<file path="src/rtl/uc_mailbox_pkg.sv">
package uc_mailbox_pkg;
    localparam int unsigned REG_WORDS  = 8;
    localparam int unsigned ADDR_W     = $clog2(REG_WORDS) + 2;
    localparam int unsigned WIDX_W     = ADDR_W - 2;
    localparam int unsigned BUS_W      = 32;
    localparam int unsigned BYTE_W     = 8;
    localparam int unsigned BYTE_LSB   = 8;
    localparam int unsigned Q_DEPTH    = 8;
    localparam int unsigned NCOND      = 4;

    localparam logic [WIDX_W-1:0] WIDX_INTR = WIDX_W'(0);
    localparam logic [WIDX_W-1:0] WIDX_DATA = WIDX_W'(1);
    localparam logic [WIDX_W-1:0] WIDX_STAT = WIDX_W'(2);

    localparam int unsigned C_TXE  = 0;
    localparam int unsigned C_TXNF = 1;
    localparam int unsigned C_RXNE = 2;
    localparam int unsigned C_RXO  = 3;

    typedef struct packed {
        logic intr_wr;
        logic stat_wr;
        logic data_wr;
        logic data_rd;
    } access_t;

    typedef struct packed {
        logic [NCOND-1:0] mask;
        logic             ovf;
    } irq_state_t;
endpackage

</file>
<file path="src/rtl/uc_mailbox_fifo.sv">
module uc_mailbox_fifo #(
    parameter int unsigned W     = 8,
    parameter int unsigned DEPTH = 8
) (
    input  logic         clk,
    input  logic         rst_n,
    input  logic         push,
    input  logic [W-1:0] push_data,
    input  logic         pop,
    output logic [W-1:0] pop_data,
    output logic         empty,
    output logic         full
);
    localparam int unsigned PTR_W = (DEPTH > 1) ? $clog2(DEPTH) : 1;
    localparam int unsigned CNT_W = $clog2(DEPTH + 1);

    typedef struct packed {
        logic [DEPTH-1:0][W-1:0] mem;
        logic [PTR_W-1:0]        wr;
        logic [PTR_W-1:0]        rd;
        logic [CNT_W-1:0]        cnt;
    } fifo_state_t;

    fifo_state_t st_d, st_q;
    logic do_push, do_pop;

    assign empty    = (st_q.cnt == '0);
    assign full     = (st_q.cnt == CNT_W'(DEPTH));
    assign pop_data = st_q.mem[st_q.rd];
    assign do_push  = push && !full;
    assign do_pop   = pop && !empty;

    always_comb begin
        st_d = st_q;
        if (do_push) begin
            st_d.mem[st_q.wr] = push_data;
            st_d.wr = (st_q.wr == PTR_W'(DEPTH - 1)) ? '0 : PTR_W'(st_q.wr + 1'b1);
        end
        if (do_pop) begin
            st_d.rd = (st_q.rd == PTR_W'(DEPTH - 1)) ? '0 : PTR_W'(st_q.rd + 1'b1);
        end
        case ({do_push, do_pop})
            2'b10:   st_d.cnt = CNT_W'(st_q.cnt + 1'b1);
            2'b01:   st_d.cnt = CNT_W'(st_q.cnt - 1'b1);
            default: st_d.cnt = st_q.cnt;
        endcase
    end

    always_ff @(posedge clk) begin
        if (!rst_n) begin
            st_q <= '0;
        end else begin
            st_q <= st_d;
        end
    end
endmodule

</file>
<file path="src/rtl/uc_mailbox_irq.sv">
module uc_mailbox_irq
    import uc_mailbox_pkg::*;
(
    input  logic             clk,
    input  logic             rst_n,
    input  logic             tx_empty,
    input  logic             tx_full,
    input  logic             rx_empty,
    input  logic             rx_drop,
    input  logic             mask_we,
    input  logic [NCOND-1:0] mask_wdata,
    input  logic             clr_ovf,
    output logic [NCOND-1:0] status,
    output logic [NCOND-1:0] mask,
    output logic [NCOND-1:0] pending,
    output logic             irq
);
    irq_state_t st_d, st_q;

    always_comb begin
        st_d = st_q;
        if (mask_we) begin
            st_d.mask = mask_wdata;
        end
        if (clr_ovf) begin
            st_d.ovf = 1'b0;
        end
        if (rx_drop) begin
            st_d.ovf = 1'b1;
        end
    end

    always_ff @(posedge clk) begin
        if (!rst_n) begin
            st_q <= '0;
        end else begin
            st_q <= st_d;
        end
    end

    always_comb begin
        status         = '0;
        status[C_TXE]  = tx_empty;
        status[C_TXNF] = !tx_full;
        status[C_RXNE] = !rx_empty;
        status[C_RXO]  = st_q.ovf;
    end

    assign mask = st_q.mask;

    for (genvar i = 0; i < NCOND; i++) begin : g_pend
        assign pending[i] = status[i] && st_q.mask[i];
    end

    assign irq = |pending;
endmodule

</file>
<file path="src/rtl/uc_mailbox.sv">
module uc_mailbox
    import uc_mailbox_pkg::*;
(
    input  logic              clk,
    input  logic              rst_n,
    input  logic              bus_sel,
    input  logic              bus_we,
    input  logic [ADDR_W-1:0] bus_addr,
    input  logic [BUS_W-1:0]  bus_wdata,
    output logic [BUS_W-1:0]  bus_rdata,
    output logic              irq_o,
    output logic              tx_valid_o,
    output logic [BYTE_W-1:0] tx_data_o,
    input  logic              tx_ready_i,
    input  logic              rx_valid_i,
    input  logic [BYTE_W-1:0] rx_data_i,
    output logic              rx_ready_o
);
    access_t           acc;
    logic [WIDX_W-1:0] widx;
    logic              aligned;
    logic              tx_empty, tx_full, rx_empty, rx_full;
    logic [BYTE_W-1:0] rx_head;
    logic [NCOND-1:0]  stat_vec, mask_vec, pend_vec;
    logic              unused_wbits;

    assign widx         = bus_addr[ADDR_W-1:2];
    assign aligned      = (bus_addr[1:0] == 2'b00);
    assign unused_wbits = ^bus_wdata[BUS_W-1:BYTE_LSB+BYTE_W];

    always_comb begin
        acc         = '0;
        acc.intr_wr = bus_sel && bus_we && aligned && (widx == WIDX_INTR);
        acc.stat_wr = bus_sel && bus_we && aligned && (widx == WIDX_STAT);
        acc.data_wr = bus_sel && bus_we && aligned && (widx == WIDX_DATA);
        acc.data_rd = bus_sel && !bus_we && aligned && (widx == WIDX_DATA);
    end

    uc_mailbox_fifo #(.W(BYTE_W), .DEPTH(Q_DEPTH)) tx_q_i (
        .clk       (clk),
        .rst_n     (rst_n),
        .push      (acc.data_wr),
        .push_data (bus_wdata[BYTE_LSB +: BYTE_W]),
        .pop       (tx_valid_o && tx_ready_i),
        .pop_data  (tx_data_o),
        .empty     (tx_empty),
        .full      (tx_full)
    );

    uc_mailbox_fifo #(.W(BYTE_W), .DEPTH(Q_DEPTH)) rx_q_i (
        .clk       (clk),
        .rst_n     (rst_n),
        .push      (rx_valid_i),
        .push_data (rx_data_i),
        .pop       (acc.data_rd),
        .pop_data  (rx_head),
        .empty     (rx_empty),
        .full      (rx_full)
    );

    uc_mailbox_irq irq_i (
        .clk        (clk),
        .rst_n      (rst_n),
        .tx_empty   (tx_empty),
        .tx_full    (tx_full),
        .rx_empty   (rx_empty),
        .rx_drop    (rx_valid_i && rx_full),
        .mask_we    (acc.intr_wr),
        .mask_wdata (bus_wdata[2*NCOND-1:NCOND]),
        .clr_ovf    (acc.stat_wr && bus_wdata[C_RXO]),
        .status     (stat_vec),
        .mask       (mask_vec),
        .pending    (pend_vec),
        .irq        (irq_o)
    );

    assign tx_valid_o = !tx_empty;
    assign rx_ready_o = !rx_full;

    always_comb begin
        bus_rdata = '0;
        if (bus_sel && !bus_we && aligned) begin
            case (widx)
                WIDX_INTR: bus_rdata = {{(BUS_W-2*NCOND){1'b0}}, mask_vec, pend_vec};
                WIDX_DATA: if (!rx_empty) begin
                    bus_rdata[BYTE_LSB +: BYTE_W] = rx_head;
                end
                WIDX_STAT: bus_rdata = {{(BUS_W-NCOND){1'b0}}, stat_vec};
                default:   bus_rdata = '0;
            endcase
        end
    end
endmodule

</file>
<file path="config.mk">
export PLATFORM = sky130hd
export DESIGN_NAME = uc_mailbox
export DESIGN_NICKNAME = d
export VERILOG_FILES = /design/src/rtl/uc_mailbox_pkg.sv /design/src/rtl/uc_mailbox_fifo.sv /design/src/rtl/uc_mailbox_irq.sv /design/src/rtl/uc_mailbox.sv
export SDC_FILE = /design/constraint.sdc
export NUM_CORES = 1
export LEC_CHECK = 0
export BUFFER_PORTS_ARGS = -buffer_cell sky130_fd_sc_hd__buf_4
export CAP_MARGIN = 10
export CORE_UTILIZATION = 30
export DETAILED_ROUTE_END_ITERATION = 12
export PLACE_DENSITY = 0.5
export SYNTH_ARGS = -nofsm -noshare
export SYNTH_HDL_FRONTEND = slang
export SYNTH_SLANG_ARGS = --single-unit
</file>
<file path="constraint.sdc">
create_clock -name clk -period 3.4 [get_ports clk]
set_input_delay 0.68 -clock clk [delete_from_list [all_inputs] [get_ports clk]]
set_output_delay 0.68 -clock clk [all_outputs]
set_load 0.1 [all_outputs]
</file>
==> flow_summary_export.csv <==
group,metric,value,unit
run_status,status,"finished, final reports clean",
floorplanning,coreArea,23700,µm²
clocking,hold_buffers,0,
timing,setup_viol,0,
power_and_ir_drop,vdd_drop_max,0.244,mV
timing,fin_crit,2.94,ns
worst_setup_path,endpoint_kind,"output pin",
synthesis,syn_inst,718,
finish,final_nets,833,
synthesis,synth_seq_cells,153,
timing,hold_violations,0,
worst_setup_path,path_class,"primary input to output pin",
worst_setup_path,path_max_fanout,13,
place,hpwlAfterDp,10900,µm
worst_setup_path,worstPathRequired,2.72,ns
place,placed_area,8050,µm²
timing,finClkSkew,0.0118,ns
clocking,cts.repair.resized,0,
timing,slew-limit-headroom,40.7,%
clocking,root_buffer,"clkbuf_16",
timing,grt_setup_unrepaired,"false",
floorplanning,dieArea,25000,µm²
synthesis,synth_common_cells,"nand2_1 (170), dfxtp_1 (153), mux2i_1 (140)",
finish,drive_gt1_share,21.0,%
drt,wire_per_inst,15.6,µm
power_and_ir_drop,leakage,3.56,nW
place,place_congestion,0.740,
finish,diodes,0,
drt,wl_met3,567,µm
clocking,clock_insertion_delay_worst_skew,0.42,ns
global_route,grt_usage,14.7,%
global_route,grt_pass1_wl,27600,µm
drt,first_pass_iters,4,
clocking,tritoncts,"yes",
synthesis,synth_edf_count,0,
global_route,grt_pass1_vias,4921,
drt,drt_iter0_drc,344,
floorplanning,ios,94,
place,dp_cells,1068,
synthesis,syn_avg_cell_area,10.2,µm²
global_route,grt.overflow.total,0,
drt,highest_layer,"met4",
drt,wl_met2,7740,µm
synthesis,yosysTopAreaCell,"dfxtp_1",
synthesis,syn_area,7320,µm²
clocking,clk_pin_slew,0.06,ns
finish,area_delta_synth_final,18.0,%
hold_path,hold_path.class,"flip-flop to flip-flop",
drt,wl_met1,8670,µm
clocking,numCtsBuffers,17,
drt,detail_route.wirelength,17200,µm
global_route,antenna_found_initial,0,
synthesis,synth_most_common_cell,"nand2_1",
power_and_ir_drop,total_power,4.00,mW
drt,via_count,5155,
timing,clock.fmax,340,MHz
timing,tns,0,ns
synthesis,ys.flop_type,"dfxtp_1",
job,cap_violations,0,
global_route,grt_max_degree,64,
synthesis,synth_top_area_share,41.8,%
clocking,clock_sinks,153,
synthesis,seq_area_frac_synth,41.8,%
floorplanning,chipHeight,158,µm
timing,worst_slew_pin_slew,0.888,ns
floorplanning,start_util,30.9,%
finish,final_cell_area,8640,µm²
timing,finalMaxSlewViolations,0,
power_and_ir_drop,power.density,463,nW/µm²
drt,drc_errors,0,
clocking,cts_max_level,4,
drt,via_per_inst,4.69,
place,io_buffers,58,
synthesis,synth_area_leaders,"dfxtp_1 (42%), mux2i_1 (19%), mux4_2 (9.8%)",
synthesis,ys_async_sr_fraction,0,%
clocking,postCtsSetupRepairBufs,0,
worst_setup_path,start_kind,"primary input",
synthesis,yosys.cell_types.count,49,
timing,period_share,86.6,%
clocking,clk_path_buf_depth,2,
floorplanning,rows,56,
drt,ant_nets,0,
worst_setup_path,worstPathArrival,2.26,ns
synthesis,yosysWarnings,0,
floorplanning,die_x,158,µm
finish,fin_cells,1099,
-- kinds of logic (layout without fill, tap and decap cells) --
logic type               Yosys count  after routing  share of synthesized area (%)
AND/OR/NAND/NOR                  265            265                           17.5
multiplexers                     180            180                           30.2
flip-flops                       153            153                           41.8
buffers and inverters             64            111                           4.48
AO/OA/AOI/OAI                     35             35                           2.84
adder cells (fa/ha/maj)           14             14                           2.39
XOR/XNOR                           6              6                          0.718
other                              1             16                         0.0512
-- routing by layer --
metal	GRT usage, %	up-vias
met1	20.1	2461
met3	2.57	12
met2	22.9	105
met5	0	-
li1	-	2577
met4	5.36	0
-- placed cells by master, fill, tap and decap left out, types with 2 or more instances in the layout --
| cell type | count |
|---|---|
| xnor2_1 | 2 |
| inv_1 | 2 |
| or4_1 | 2 |
| nand3_1 | 15 |
| inv_6 | 3 |
| o21ai_0 | 18 |
| mux2_2 | 8 |
| nand3b_1 | 2 |
| a21boi_0 | 8 |
| nand4b_1 | 6 |
| nand2_1 | 170 |
| nor4b_1 | 3 |
| mux4_2 | 32 |
| conb_1 | 16 |
| or4b_1 | 2 |
| nor2_2 | 6 |
| clkinvlp_4 | 2 |
| a21oi_1 | 3 |
| bufinv_16 | 2 |
| nor3b_1 | 3 |
| o22ai_1 | 2 |
| clkbuf_16 | 17 |
| nor2_1 | 20 |
| nand2b_1 | 5 |
| mux2i_1 | 140 |
| buf_4 | 78 |
| nor2b_1 | 4 |
| dfxtp_1 | 153 |
| clkinv_4 | 4 |
| xor2_1 | 4 |
| ha_1 | 14 |
| or3_1 | 4 |
| and2_1 | 7 |
| nand2_4 | 2 |
-- where the power goes --
part           internal [mW]  total, mW  switching [mW]
Sequential              1.81       1.83          0.0170
Combinational         0.0827      0.282           0.200
Clock                   1.11       1.89           0.785
-- worst max-delay path, stage by stage --
cell and delay [ns]:
buf_4 0.11, nor4b_1 0.44, nand3_1 0.32, buf_4 0.28
nor2_1 0.12, buf_4 0.30
-- per-stage QoR --
stage	setup slack [ns]	hold slack (ns)	util, %
after floorplan	-0.164	0.432	-
after global placement	0.320	0.440	34.0
after detailed placement	0.309	0.444	34.0
after CTS	0.436	0.455	36.5
after global routing	0.356	0.470	36.5
final	0.457	0.454	36.5
-- flip-flops by register name, summed over array words and instances (netlist names) --
| signal | count |
|---|---|
| tx_q_i.st_q | 74 |
| irq_i.mask | 4 |
| irq_i.status | 1 |
| rx_q_i.st_q | 74 |
-- area by class of cell --
| type | count | area (µm²) |
|---|---|---|
| multi-input cells | 516 | 4000 |
| repair buffers | 78 | 586 |
| inverters | 2 | 7.51 |
| clock buffers | 19 | 443 |
| flip-flops and latches | 153 | 3060 |
| fillers | 2434 | 15000 |
| clock inverters | 12 | 141 |
| well taps | 319 | 399 |
-- path summary, 6_finish.rpt --
check	from	end	slack [ns]	cells after the start
worst max-delay path	bus_we	bus_rdata[11]	0.46	6
worst min-delay path	tx_q_i.st_q[53]	tx_q_i.st_q[53]	0.45	2
worst min register to register	tx_q_i.st_q[53]	tx_q_i.st_q[53]	0.45	2
worst max register to register	rx_q_i.st_q[0]	rx_q_i.st_q[2]	0.66	10
Power figures use the tool's default switching activity.
